**src/rtl/evt_irq_pkg.sv**
```systemverilog
package evt_irq_pkg;
    localparam int unsigned N_EVT  = 7;
    localparam int unsigned REG_W  = 16;
    localparam int unsigned ST_LSB = N_EVT + 1;

    typedef logic [N_EVT-1:0] evt_vec_t;

    typedef struct packed {
        logic     rsv_hi;
        evt_vec_t status;
        logic     rsv_lo;
        evt_vec_t enable;
    } reg_img_t;

    typedef struct packed {
        logic rd;
        logic wr;
    } acc_t;

    function automatic logic [REG_W-1:0] pack_image(evt_vec_t st, evt_vec_t en);
        reg_img_t r;
        r.rsv_hi = 1'b0;
        r.status = st;
        r.rsv_lo = 1'b0;
        r.enable = en;
        return r;
    endfunction
endpackage

```
**src/rtl/evt_irq_flags.sv**
```systemverilog
module evt_irq_flags
    import evt_irq_pkg::*;
(
    input  logic     clk,
    input  logic     rst,
    input  logic     clr,
    input  evt_vec_t evt,
    output evt_vec_t flags_q,
    output evt_vec_t flags_d
);
    for (genvar i = 0; i < N_EVT; i++) begin : g_flag
        // a new event wins over the clear so nothing is lost
        assign flags_d[i] = evt[i] | (flags_q[i] & ~clr);
        always_ff @(posedge clk) begin
            if (rst) flags_q[i] <= 1'b0;
            else     flags_q[i] <= flags_d[i];
        end
    end
endmodule

```
**src/rtl/evt_irq_enables.sv**
```systemverilog
module evt_irq_enables
    import evt_irq_pkg::*;
(
    input  logic     clk,
    input  logic     rst,
    input  logic     wr,
    input  evt_vec_t din,
    output evt_vec_t en_q,
    output evt_vec_t en_d
);
    assign en_d = wr ? din : en_q;
    always_ff @(posedge clk) begin
        if (rst) en_q <= '0;
        else     en_q <= en_d;
    end
endmodule

```
**src/rtl/evt_irq_req.sv**
```systemverilog
module evt_irq_req
    import evt_irq_pkg::*;
(
    input  logic     clk,
    input  logic     rst,
    input  evt_vec_t flags_d,
    input  evt_vec_t en_d,
    input  logic [1:0] permit,
    output logic     irq_q
);
    logic fire;
    assign fire = (|(flags_d & en_d)) & (&permit);
    always_ff @(posedge clk) begin
        if (rst) irq_q <= 1'b0;
        else     irq_q <= fire;
    end
endmodule

```
**src/rtl/evt_irq_reg.sv**
```systemverilog
module evt_irq_reg
    import evt_irq_pkg::*;
(
    input  logic             clk,
    input  logic             rst,
    input  logic             sel,
    input  logic             rd_stb,
    input  logic             wr_stb,
    input  logic [REG_W-1:0] wr_data,
    output logic [REG_W-1:0] rd_data,
    input  logic [N_EVT-1:0] evt_pulse,
    input  logic [1:0]       irq_permit,
    output logic             irq_out
);
    acc_t     acc;
    evt_vec_t flags_q, flags_d, en_q, en_d;
    reg_img_t wimg;

    assign acc.rd = sel & rd_stb;
    assign acc.wr = sel & wr_stb;
    assign wimg   = wr_data;

    evt_irq_flags u_flags (
        .clk(clk), .rst(rst), .clr(acc.rd), .evt(evt_pulse),
        .flags_q(flags_q), .flags_d(flags_d)
    );

    evt_irq_enables u_en (
        .clk(clk), .rst(rst), .wr(acc.wr), .din(wimg.enable),
        .en_q(en_q), .en_d(en_d)
    );

    evt_irq_req u_req (
        .clk(clk), .rst(rst), .flags_d(flags_d), .en_d(en_d),
        .permit(irq_permit), .irq_q(irq_out)
    );

    assign rd_data = sel ? pack_image(flags_q, en_q) : '0;
endmodule

```
**config.mk**
```make
export PLATFORM = sky130hd
export DESIGN_NAME = evt_irq_reg
export DESIGN_NICKNAME = d
export VERILOG_FILES = /design/src/rtl/evt_irq_pkg.sv /design/src/rtl/evt_irq_flags.sv /design/src/rtl/evt_irq_enables.sv /design/src/rtl/evt_irq_req.sv /design/src/rtl/evt_irq_reg.sv
export SDC_FILE = /design/constraint.sdc
export NUM_CORES = 1
export LEC_CHECK = 0
export BUFFER_PORTS_ARGS = -buffer_cell sky130_fd_sc_hd__clkbuf_2
export CORE_MARGIN = 2
export CORE_UTILIZATION = 44
export DETAILED_ROUTE_END_ITERATION = 8
export HOLD_SLACK_MARGIN = 0.05
export PLACE_DENSITY_LB_ADDON = 0.12
export SLEW_MARGIN = 25
export SYNTH_ARGS = -nofsm -noshare
export SYNTH_HDL_FRONTEND = slang
export SYNTH_SLANG_ARGS = --single-unit
```
**constraint.sdc**
```tcl
create_clock -name clk -period 2.4 [get_ports clk]
set_clock_uncertainty 0.1 [all_clocks]
set_input_delay 0.48 -clock clk [delete_from_list [all_inputs] [get_ports clk]]
set_output_delay 0.48 -clock clk [all_outputs]
set_load 0.05 [all_outputs]
```
# [Yosys cells after proc, flatten, opt, wreduce, memory -nomap -nowiden]
# Index checks and enable logic that the tools add are counted.
# Widths: inputs -> output; s select.
[word_totals] latchBits=0 n_memories=0 ramBits=0 reg_bits=15 input_bits=30 out_inout_bits=17 romBits=0
[classes] add_sub_neg=0 reduce_logical=2 div=0 n_mux=2 bitwise_logic=19 shift=0 n_mul=0 n_lt_le_gt_ge=0 eq_ne=0
[op_table] cell="$mux 15" count=1
[op_table] cell="$and 1x1->1" count=10
[op_table] cell="$and 7x7->7" count=1
[op_table] cell="$mux 7" count=1
[op_table] cell="$or 1x1->1" count=7
[op_table] cell="$reduce_or 7->1" count=1
[op_table] cell="$reduce_and 2->1" count=1
[op_table] cell="$not 1->1" count=1

# [Depth between registers and ports, before layout]
# Gate-level depths: netlist of the first run.
[logic_depth] depth_word=7 depth_mapped=6 mapped_depth_nobuf=4

# [Modules after synthesis]
# From an unflattened synthesis of the first run, not the netlist that was laid out.
[unflattened] cells_unflattened=83 hier_area_um2=789.5
[modules_own_cells] mod="evt_irq_enables" cells_per_inst=22 n_inst=1 area_each_um2=300.3
[modules_own_cells] mod="evt_irq_flags" cells_per_inst=35 n_inst=1 area_each_um2=279.0
[modules_own_cells] mod="evt_irq_reg" cells_per_inst=20 n_inst=1 area_each_um2=145.1
[modules_own_cells] mod="evt_irq_req" cells_per_inst=6 n_inst=1 area_each_um2=65.1

# [Worst setup path before layout of the first run]
# No wires, ideal clock.
[synth_path] kind="input port to output port" from="input port sel" to="output port rd_data[10]" arrival_ps=1345 cell_stages=4 path_slack_ps=475 n_path_buf=3 required_ps=1820 cell_sequence="buf_6 > buf_6 > clkbuf_1 > and2_1"
[synth_via] elab_chain_cells=1
[synth_lines] item="start, declared" line_no="evt_irq_reg.sv:6" rtl="input logic sel,"
[synth_lines] item="$mux 15" line_no="evt_irq_reg.sv:38" rtl="assign rd_data = sel ? pack_image(flags_q, en_q) : '0;"
[synth_lines] item="end, declared" line_no="evt_irq_reg.sv:10" rtl="output logic [REG_W-1:0] rd_data,"
# No other way between the ends.

# [Final worst setup path of the first run]
[layout_path] from="input port sel" to="output port rd_data[4]"
# Same word-level chain as after synthesis.

==> flow_metrics.env, run 1 <==
export IMPL_status="finished clean"
export IMPL_wl_per_cell_um=11.92
export IMPL_via_per_inst=5.053
export IMPL_die_w_um=45.17
export IMPL_grt_overflow=0
export IMPL_drtIter0Drc=9
export IMPL_p_leak_nw=0.4634
export IMPL_clock_latency_ps=280
export IMPL_path_class="in2out"
export IMPL_firstDrtPassIters=4
export IMPL_ios=47
export IMPL_port_buffers=35
export IMPL_clock_path_buffers=2
export IMPL_synth_seq_cells=15
export IMPL_synth_cell_area_um2=745.7
export IMPL_clockRootBuffer="clkbuf_4"
export IMPL_fmax_mhz=523.0
export IMPL_place_hpwl_um=1162
export IMPL_antenna_found_initial=0
export IMPL_first_global_vias=585
export IMPL_synthTopCellsByCount="15 x dfxtp_1, 14 x and2_1, 14 x nor2_1"
export IMPL_synth_most_common_cell="dfxtp_1"
export IMPL_ys_seq_area_share_pct=40.27
export IMPL_drive_gt1_share_pct=42.24
export IMPL_vdd_drop_max_mv=0.3580
export IMPL_cp_max_fo=28
export IMPL_rows=14
export IMPL_hp_class="in2reg"
export IMPL_fin_crit_sh_pct=79.66
export IMPL_hold_worst_slack_ps=317.7
export IMPL_crit_arrival_ps=1330
export IMPL_drc_errors=0
export IMPL_core_um2=1541
export IMPL_fin_ws_ps=488.1
export IMPL_synthTopCellsByArea="dfxtp_1 40%, and2_1 12%, nor2_1 7.0%"
export IMPL_critPathCaptureType="primary output"
export IMPL_syn_avg_cell_area_um2=9.094
export IMPL_finalSetupTns_ps=0
export IMPL_drv_cap=0
export IMPL_cts_tree="yes"
export IMPL_grt_max_degree=29
export IMPL_ctsHoldBuffers=0
export IMPL_placed_area_um2=899.6
export IMPL_ctsHtreeMaxLevel=1
export IMPL_finalSetupViolCount=0
export IMPL_cts_sinks=15
export IMPL_final_antenna_net_count=0
export IMPL_min_period_ps=1912
export IMPL_clkTransAtPathRegs_ps=90
export IMPL_synth_edf_count=0
export IMPL_pre_cts_slack_ps=478.7
export IMPL_ys_warn_count=0
export IMPL_finalNonFillerCells=132
export IMPL_crit_required_ps=1820
export IMPL_grt_pass1_wl_um=2373
export IMPL_cts_setup_buffers=0
export IMPL_syn_inst=82
export IMPL_drv_slew=0
export IMPL_seq_area_um2=300.3
export IMPL_vias=667
export IMPL_hold_viol_final=0
export IMPL_die_area_um2=2040
export IMPL_power_density_nw_per_um2=588.1
export IMPL_start_util_pct=48.38
export IMPL_final_cell_area_um2=925.9
export IMPL_multi_input_area_um2=404.1
export IMPL_grt_use_total_pct=16.25
export IMPL_grt_setup_unrepaired="false"
export IMPL_area_growth_syn_to_layout_pct=24.16
export IMPL_fin_nets=147
export IMPL_fillers=156
export IMPL_synth_main_ff_cell="dfxtp_1"
export IMPL_start_kind="primary input"
export IMPL_antenna_cells=0
export IMPL_die_y_um=45.17
export IMPL_postSynth_asyncResetShare_pct=0
export IMPL_place_congestion=0.7340
export IMPL_dp_cells=128
export IMPL_drt_wl_total_um=1574
export IMPL_yosysTopAreaCell="dfxtp_1"
export IMPL_postLayoutCoreUtil_pct=60.06
export IMPL_yosysUniqueCellTypes=21
export IMPL_yosys_area_top_type_share_pct=40.27
export IMPL_p_total_mw=0.5445
export IMPL_numCtsBuffers=3
export IMPL_cts_resized=0
state kept, by name, summed over array words and instances (netlist names):
name and count:
u_flags.flags_q 7, u_en.en_q 7, u_req.irq_q 1
area by class of cell:
cell class,count,share of cell area [%]
flip-flops and latches,15,32.43
clock buffers,4,2.838
well taps,16,2.162
multi-input cells,62,43.65
repair buffers,35,18.92
metal layers:
layer,GRT usage (%),up-vias,wire length [µm]
li1,-,343,-
met1,19.66,299,723
met2,27.43,23,741
met3,2.400,2,98
met4,8.824,0,10
met5,0,-,0
final timing paths:
check	from	end	slack, ps	cells past startpoint
worst max-delay path	sel	rd_data[4]	490	3
worst min-delay path	evt_pulse[6]	u_flags.flags_q[6]	320	3
worst max register to register	u_flags.flags_q[1]	u_req.irq_q	1160	4
worst min register to register	u_flags.flags_q[6]	u_flags.flags_q[6]	410	2
kinds of logic (layout without fill, tap and decap cells):
logic type / after synthesis / after routing / share of synthesized area, %
AOI/OAI and AO/OA: 22 / 22 / 25.00
other: 1 / 2 / 0.5029
buffers and inverters: 6 / 39 / 6.040
muxes: 3 / 3 / 4.027
and+or+nand+nor: 35 / 35 / 24.16
DFF: 15 / 15 / 40.27
placed cells by master (no fill, tap or decap):
| cell | n |
|---|---|
| clkbuf_2 | 35 |
| dfxtp_1 | 15 |
| and2_1 | 14 |
| nor2_1 | 14 |
| o22ai_1 | 4 |
| o21ba_2 | 4 |
| mux2i_1 | 3 |
| a21oi_1 | 3 |
| a21boi_0 | 3 |
| and3_1 | 3 |
| a21boi_2 | 3 |
| clkbuf_4 | 3 |
| nand2_1 | 2 |
| a21boi_1 | 2 |
| conb_1 | 2 |
| nand2_2 | 1 |
| and3_2 | 1 |
| o221a_2 | 1 |
| o2111a_1 | 1 |
| a211oi_2 | 1 |
| clkbuf_1 | 1 |
worst max-delay path, cell delays in order:
cell and delay (ps):
clkbuf_2 370, and2_1 200, clkbuf_2 270
where the power goes:
group          switching, mW  internal, mW
Combinational         0.0842        0.0457
Clock                 0.0814        0.0644
Sequential           0.00550         0.263
No activity file was read; power rests on OpenSTA's default activity.
==> run 2, diff against run 1 <==
--- a/config.mk
+++ b/config.mk
@@ -7,7 +7,7 @@
 export LEC_CHECK = 0
 export BUFFER_PORTS_ARGS = -buffer_cell sky130_fd_sc_hd__clkbuf_2
 export CORE_MARGIN = 2
-export CORE_UTILIZATION = 44
+export CORE_UTILIZATION = 41
 export DETAILED_ROUTE_END_ITERATION = 8
 export HOLD_SLACK_MARGIN = 0.05
 export PLACE_DENSITY_LB_ADDON = 0.12
==> constraint.sdc (replaced) <==
create_clock -name clk -period 1.9 [get_ports clk]
set_clock_uncertainty 0.1 [all_clocks]
set_input_delay 0.38 -clock clk [delete_from_list [all_inputs] [get_ports clk]]
set_output_delay 0.38 -clock clk [all_outputs]
set_load 0.05 [all_outputs]
==> flow_metrics.env, run 2 (synthesis gave the netlist of run 1 again) <==
export IMPL_reg_top3="u_en.en_q x7, u_flags.flags_q x7, u_req.irq_q x1"
export IMPL_clock_latency_ps=270
export IMPL_final_common_cell="clkbuf_2"
export IMPL_rows=15
export IMPL_cp_max_fo=28
export IMPL_power_switching_mw=0.2074
export IMPL_ctsHoldBuffers=0
export IMPL_die_w_um=46.65
export IMPL_cts_tree="yes"
export IMPL_clockRootBuffer="clkbuf_4"
export IMPL_cts_sinks=15
export IMPL_clock_path_buffers=2
export IMPL_cts_resized=0
export IMPL_fmax_mhz=581.0
export IMPL_fillers=187
export IMPL_drtIter0Drc=7
export IMPL_crit_required_ps=1420
export IMPL_highest_layer="met4"
export IMPL_wl_per_cell_um=10.84
export IMPL_fin_nets=147
export IMPL_ctsHtreeMaxLevel=1
export IMPL_drive_gt1_share_pct=42.24
export IMPL_fin_crit_sh_pct=90.59
export IMPL_status="finished clean"
export IMPL_route_met2_wl_um=684
export IMPL_wl_met3_um=90
export IMPL_vias=661
export IMPL_die_y_um=46.65
export IMPL_clkTransAtPathRegs_ps=90
export IMPL_place_hpwl_um=1151
export IMPL_ios=47
export IMPL_hold_viol_final=0
export IMPL_switching_share_pct=30.55
export IMPL_start_kind="primary input"
export IMPL_firstDrtPassIters=3
export IMPL_critPathCaptureType="primary output"
export IMPL_finalSetupViolCount=0
export IMPL_path_class="in2out"
export IMPL_grt_overflow=0
export IMPL_area_growth_syn_to_layout_pct=25.67
export IMPL_grt_setup_unrepaired="false"
export IMPL_final_antenna_net_count=0
export IMPL_vdd_drop_max_mv=0.3866
export IMPL_via_per_inst=4.688
export IMPL_antenna_found_initial=0
export IMPL_min_period_ps=1721
export IMPL_antenna_cells=0
export IMPL_clkPwrFrac_pct=26.0
export IMPL_place_congestion=0.6620
export IMPL_seq_power_share_pct=50.0
export IMPL_grt_use_total_pct=15.88
export IMPL_finalSetupTns_ps=0
export IMPL_port_buffers=35
export IMPL_most_common_layout_cells="35 x clkbuf_2, 15 x dfxtp_1, 14 x and2_1, 14 x nor2_1"
export IMPL_p_int_mw=0.4715
export IMPL_die_area_um2=2176
export IMPL_drc_errors=0
export IMPL_grt_max_degree=29
export IMPL_met1_length_um=740
export IMPL_cts_setup_buffers=0
export IMPL_numCtsBuffers=3
export IMPL_start_util_pct=43.19
export IMPL_drt_wl_total_um=1528
export IMPL_p_total_mw=0.6789
export IMPL_drv_cap=0
export IMPL_pwr_share_comb_pct=24.0
export IMPL_hp_class="in2reg"
export IMPL_first_global_vias=543
export IMPL_grt_pass1_wl_um=2415
export IMPL_power_density_nw_per_um2=724.4
export IMPL_p_leak_nw=0.4634
export IMPL_drv_slew=0
export IMPL_crit_arrival_ps=1240
export IMPL_core_um2=1727
==> run 2: cell counts in the layout (fill, tap and decap cells not counted) <==
No cell type changed its count.
==> run 2: area by class of cell <==
| type | instances | area [µm²] | area share [%] |
|---|---|---|---|
| repair buffers | 35 | 175.2 | 18.69 |
| well taps | 25 | 31.28 | 3.338 |
| multi-input cells | 62 | 404.1 | 43.12 |
| clock buffers | 4 | 26.28 | 2.804 |
| flip-flops and latches | 15 | 300.3 | 32.04 |
==> run 2: power groups by stage <==
stage | clock network [mW] | registers (mW) | logic, mW
3_5_place_dp | 0 | 0.347 | 0.165
2_1_floorplan | 0 | 0.348 | 0.122
5_1_grt | 0.201 | 0.342 | 0.178
6_report | 0.176 | 0.340 | 0.163
4_1_cts | 0.185 | 0.340 | 0.165
3_3_place_gp | 0 | 0.346 | 0.163
==> run 2: final timing paths <==
path / startpoint / endpoint / slack [ps] / depth (start not counted)
setup / recovery: sel / rd_data[14] / 180 / 3
hold / removal: irq_permit[1] / u_req.irq_q / 230 / 3
setup reg to reg: u_en.en_q[0] / u_req.irq_q / 690 / 4
hold reg to reg: u_flags.flags_q[4] / u_flags.flags_q[4] / 400 / 2
==> run 2: layer usage <==
metal,track usage [%],vias to the layer above
li1,-,347
met1,21.51,292
met2,23.61,20
met3,4.314,2
met4,6.667,0
met5,0,-
==> run 2: stage by stage <==
| step | worst slack [ps] | area, µm² | cells | hold WS [ps] | utilization [%] |
|---|---|---|---|---|---|
| floorplan | 175.5 | 749.5 | 83 | 344.6 | - |
| global placement | 158.3 | 910.9 | 137 | 375.4 | 52.75 |
| detailed placement | 162.1 | 910.9 | 137 | 392.9 | 52.75 |
| CTS | 172.4 | 937.1 | 141 | 220.3 | 54.28 |
| global route | 108.3 | 937.1 | 141 | 220.2 | 54.28 |
| finish | 178.8 | 937.1 | 141 | 225.7 | 54.28 |
==> run 2: worst max-delay path, cell delays in order <==
cell and delay (ps):
clkbuf_2 380, and2_1 200, clkbuf_2 270
==> run 3, diff against run 2 <==
--- a/config.mk
+++ b/config.mk
@@ -6,7 +6,7 @@
 export NUM_CORES = 1
 export LEC_CHECK = 0
 export BUFFER_PORTS_ARGS = -buffer_cell sky130_fd_sc_hd__clkbuf_2
-export CORE_MARGIN = 2
+export CORE_ASPECT_RATIO = 1.1
 export CORE_UTILIZATION = 41
 export DETAILED_ROUTE_END_ITERATION = 8
 export HOLD_SLACK_MARGIN = 0.05
==> flow_metrics.env, run 3 (synthesis gave the netlist of run 1 again) <==
export IMPL_drv_slew=0
export IMPL_switching_share_pct=30.67
export IMPL_finalSetupTns_ps=0
export IMPL_antenna_cells=0
export IMPL_cts_setup_buffers=0
export IMPL_vdd_drop_max_mv=0.4942
export IMPL_placed_area_um2=900.9
export IMPL_clock_latency_ps=270
export IMPL_die_y_um=46.73
export IMPL_clkPwrFrac_pct=26.1
export IMPL_seq_power_share_pct=49.9
export IMPL_antenna_found_initial=0
export IMPL_cts_sinks=15
export IMPL_endpoint="rd_data[2]"
export IMPL_critPathCaptureType="primary output"
export IMPL_place_hpwl_um=1177
export IMPL_r2r_end="u_req.irq_q"
export IMPL_start_util_pct=45.67
export IMPL_crit_required_ps=1420
export IMPL_drive_gt1_share_pct=42.24
export IMPL_numCtsBuffers=3
export IMPL_fillers=157
export IMPL_rows=15
export IMPL_final_common_cell="clkbuf_2"
export IMPL_wl_per_cell_um=11.56
export IMPL_die_w_um=42.66
export IMPL_crit_path_start="sel"
export IMPL_reg_top3="u_en.en_q x7, u_flags.flags_q x7, u_req.irq_q x1"
export IMPL_cp_max_fo=28
export IMPL_grt_overflow=0
export IMPL_most_common_layout_cells="35 x clkbuf_2, 15 x dfxtp_1, 14 x and2_1, 14 x nor2_1"
export IMPL_hold_viol_final=0
export IMPL_fmax_mhz=590.5
export IMPL_drt_wl_total_um=1538
export IMPL_final_antenna_net_count=0
export IMPL_grt_max_degree=29
export IMPL_min_period_ps=1693
export IMPL_crit_arrival_ps=1210
export IMPL_port_buffers=35
export IMPL_hold_worst_slack_ps=223.9
export IMPL_power_switching_mw=0.2087
export IMPL_cts_tree="yes"
export IMPL_clock_path_buffers=2
export IMPL_clockRootBuffer="clkbuf_4"
export IMPL_clkTransAtPathRegs_ps=80
export IMPL_start_kind="primary input"
export IMPL_drv_cap=0
export IMPL_grt_use_total_pct=16.41
export IMPL_firstDrtPassIters=4
export IMPL_fin_crit_sh_pct=89.13
export IMPL_core_um2=1633
export IMPL_p_leak_nw=0.4634
export IMPL_reg2reg_depth=4
export IMPL_cts_resized=0
export IMPL_vias=661
export IMPL_path_class="in2out"
export IMPL_finalSetupViolCount=0
export IMPL_ctsHtreeMaxLevel=1
export IMPL_die_area_um2=1994
export IMPL_postLayoutCoreUtil_pct=56.78
export IMPL_seq_area_um2=300.3
export IMPL_p_int_mw=0.4717
export IMPL_ios=47
export IMPL_via_per_inst=4.970
export IMPL_rrSetupSlack_ps=660
export IMPL_place_congestion=0.6275
export IMPL_power_density_nw_per_um2=733.8
export IMPL_drc_errors=0
export IMPL_grt_setup_unrepaired="false"
export IMPL_drtIter0Drc=9
export IMPL_ctsHoldBuffers=0
export IMPL_status="finished clean"
export IMPL_grt_pass1_wl_um=2394
export IMPL_r2r_start="u_en.en_q[0]"
export IMPL_first_global_vias=567
export IMPL_fin_nets=147
export IMPL_multi_input_area_um2=404.1
export IMPL_pwr_share_comb_pct=24.0
export IMPL_final_cell_area_um2=927.1
export IMPL_area_growth_syn_to_layout_pct=24.33
export IMPL_hp_class="in2reg"
[run 3: cell counts in the layout (fill, tap and decap cells not counted)]
Identical to the previous run, type by type.
[run 3: through the flow]
step / total power, mW / setup WS (ps) / instances
finish: 0.6803 / 206.5 / 133
global route: 0.7151 / 107.0 / 133
detailed placement: 0.5118 / 127.5 / 129
floorplan: 0.4708 / 175.5 / 83
global placement: 0.5091 / 143.6 / 129
CTS: 0.6937 / 186.4 / 133
[run 3: worst max-delay path, cell delays in order]
cell	delay, ps
clkbuf_2	360
and2_1	200
clkbuf_2	270
[run 3: how the worst min path moves through the flow]
stage / startpoint / end / slack, ps / depth (start not counted)
detailed placement: u_flags.flags_q[3] / u_flags.flags_q[3] / 390 / 2
floorplan: rst / u_req.irq_q / 340 / 1
finish: irq_permit[1] / u_req.irq_q / 220 / 3
global placement: u_flags.flags_q[6] / u_flags.flags_q[6] / 380 / 2
global route: irq_permit[1] / u_req.irq_q / 220 / 3
CTS: irq_permit[1] / u_req.irq_q / 210 / 3
[run 3: area by class of cell]
type / instances / share of cell area [%]
Multi-Input combinational cell: 62 / 43.59
Clock buffer: 4 / 2.834
Tap cell: 17 / 2.294
Timing Repair Buffer: 35 / 18.89
Sequential cell: 15 / 32.39
[run 3: power groups by stage]
stage,Combinational (mW),Clock (mW),Sequential (mW)
6_report,0.163,0.178,0.340
5_1_grt,0.177,0.196,0.342
4_1_cts,0.165,0.189,0.340
3_5_place_dp,0.165,0,0.347
3_3_place_gp,0.163,0,0.346
2_1_floorplan,0.122,0,0.348
[run 3: layer usage]
metal	GRT usage [%]	part of all wire [%]
met5	0	0
met4	11.25	0.65
met3	2.692	4.7
met2	27.27	51
met1	19.86	43
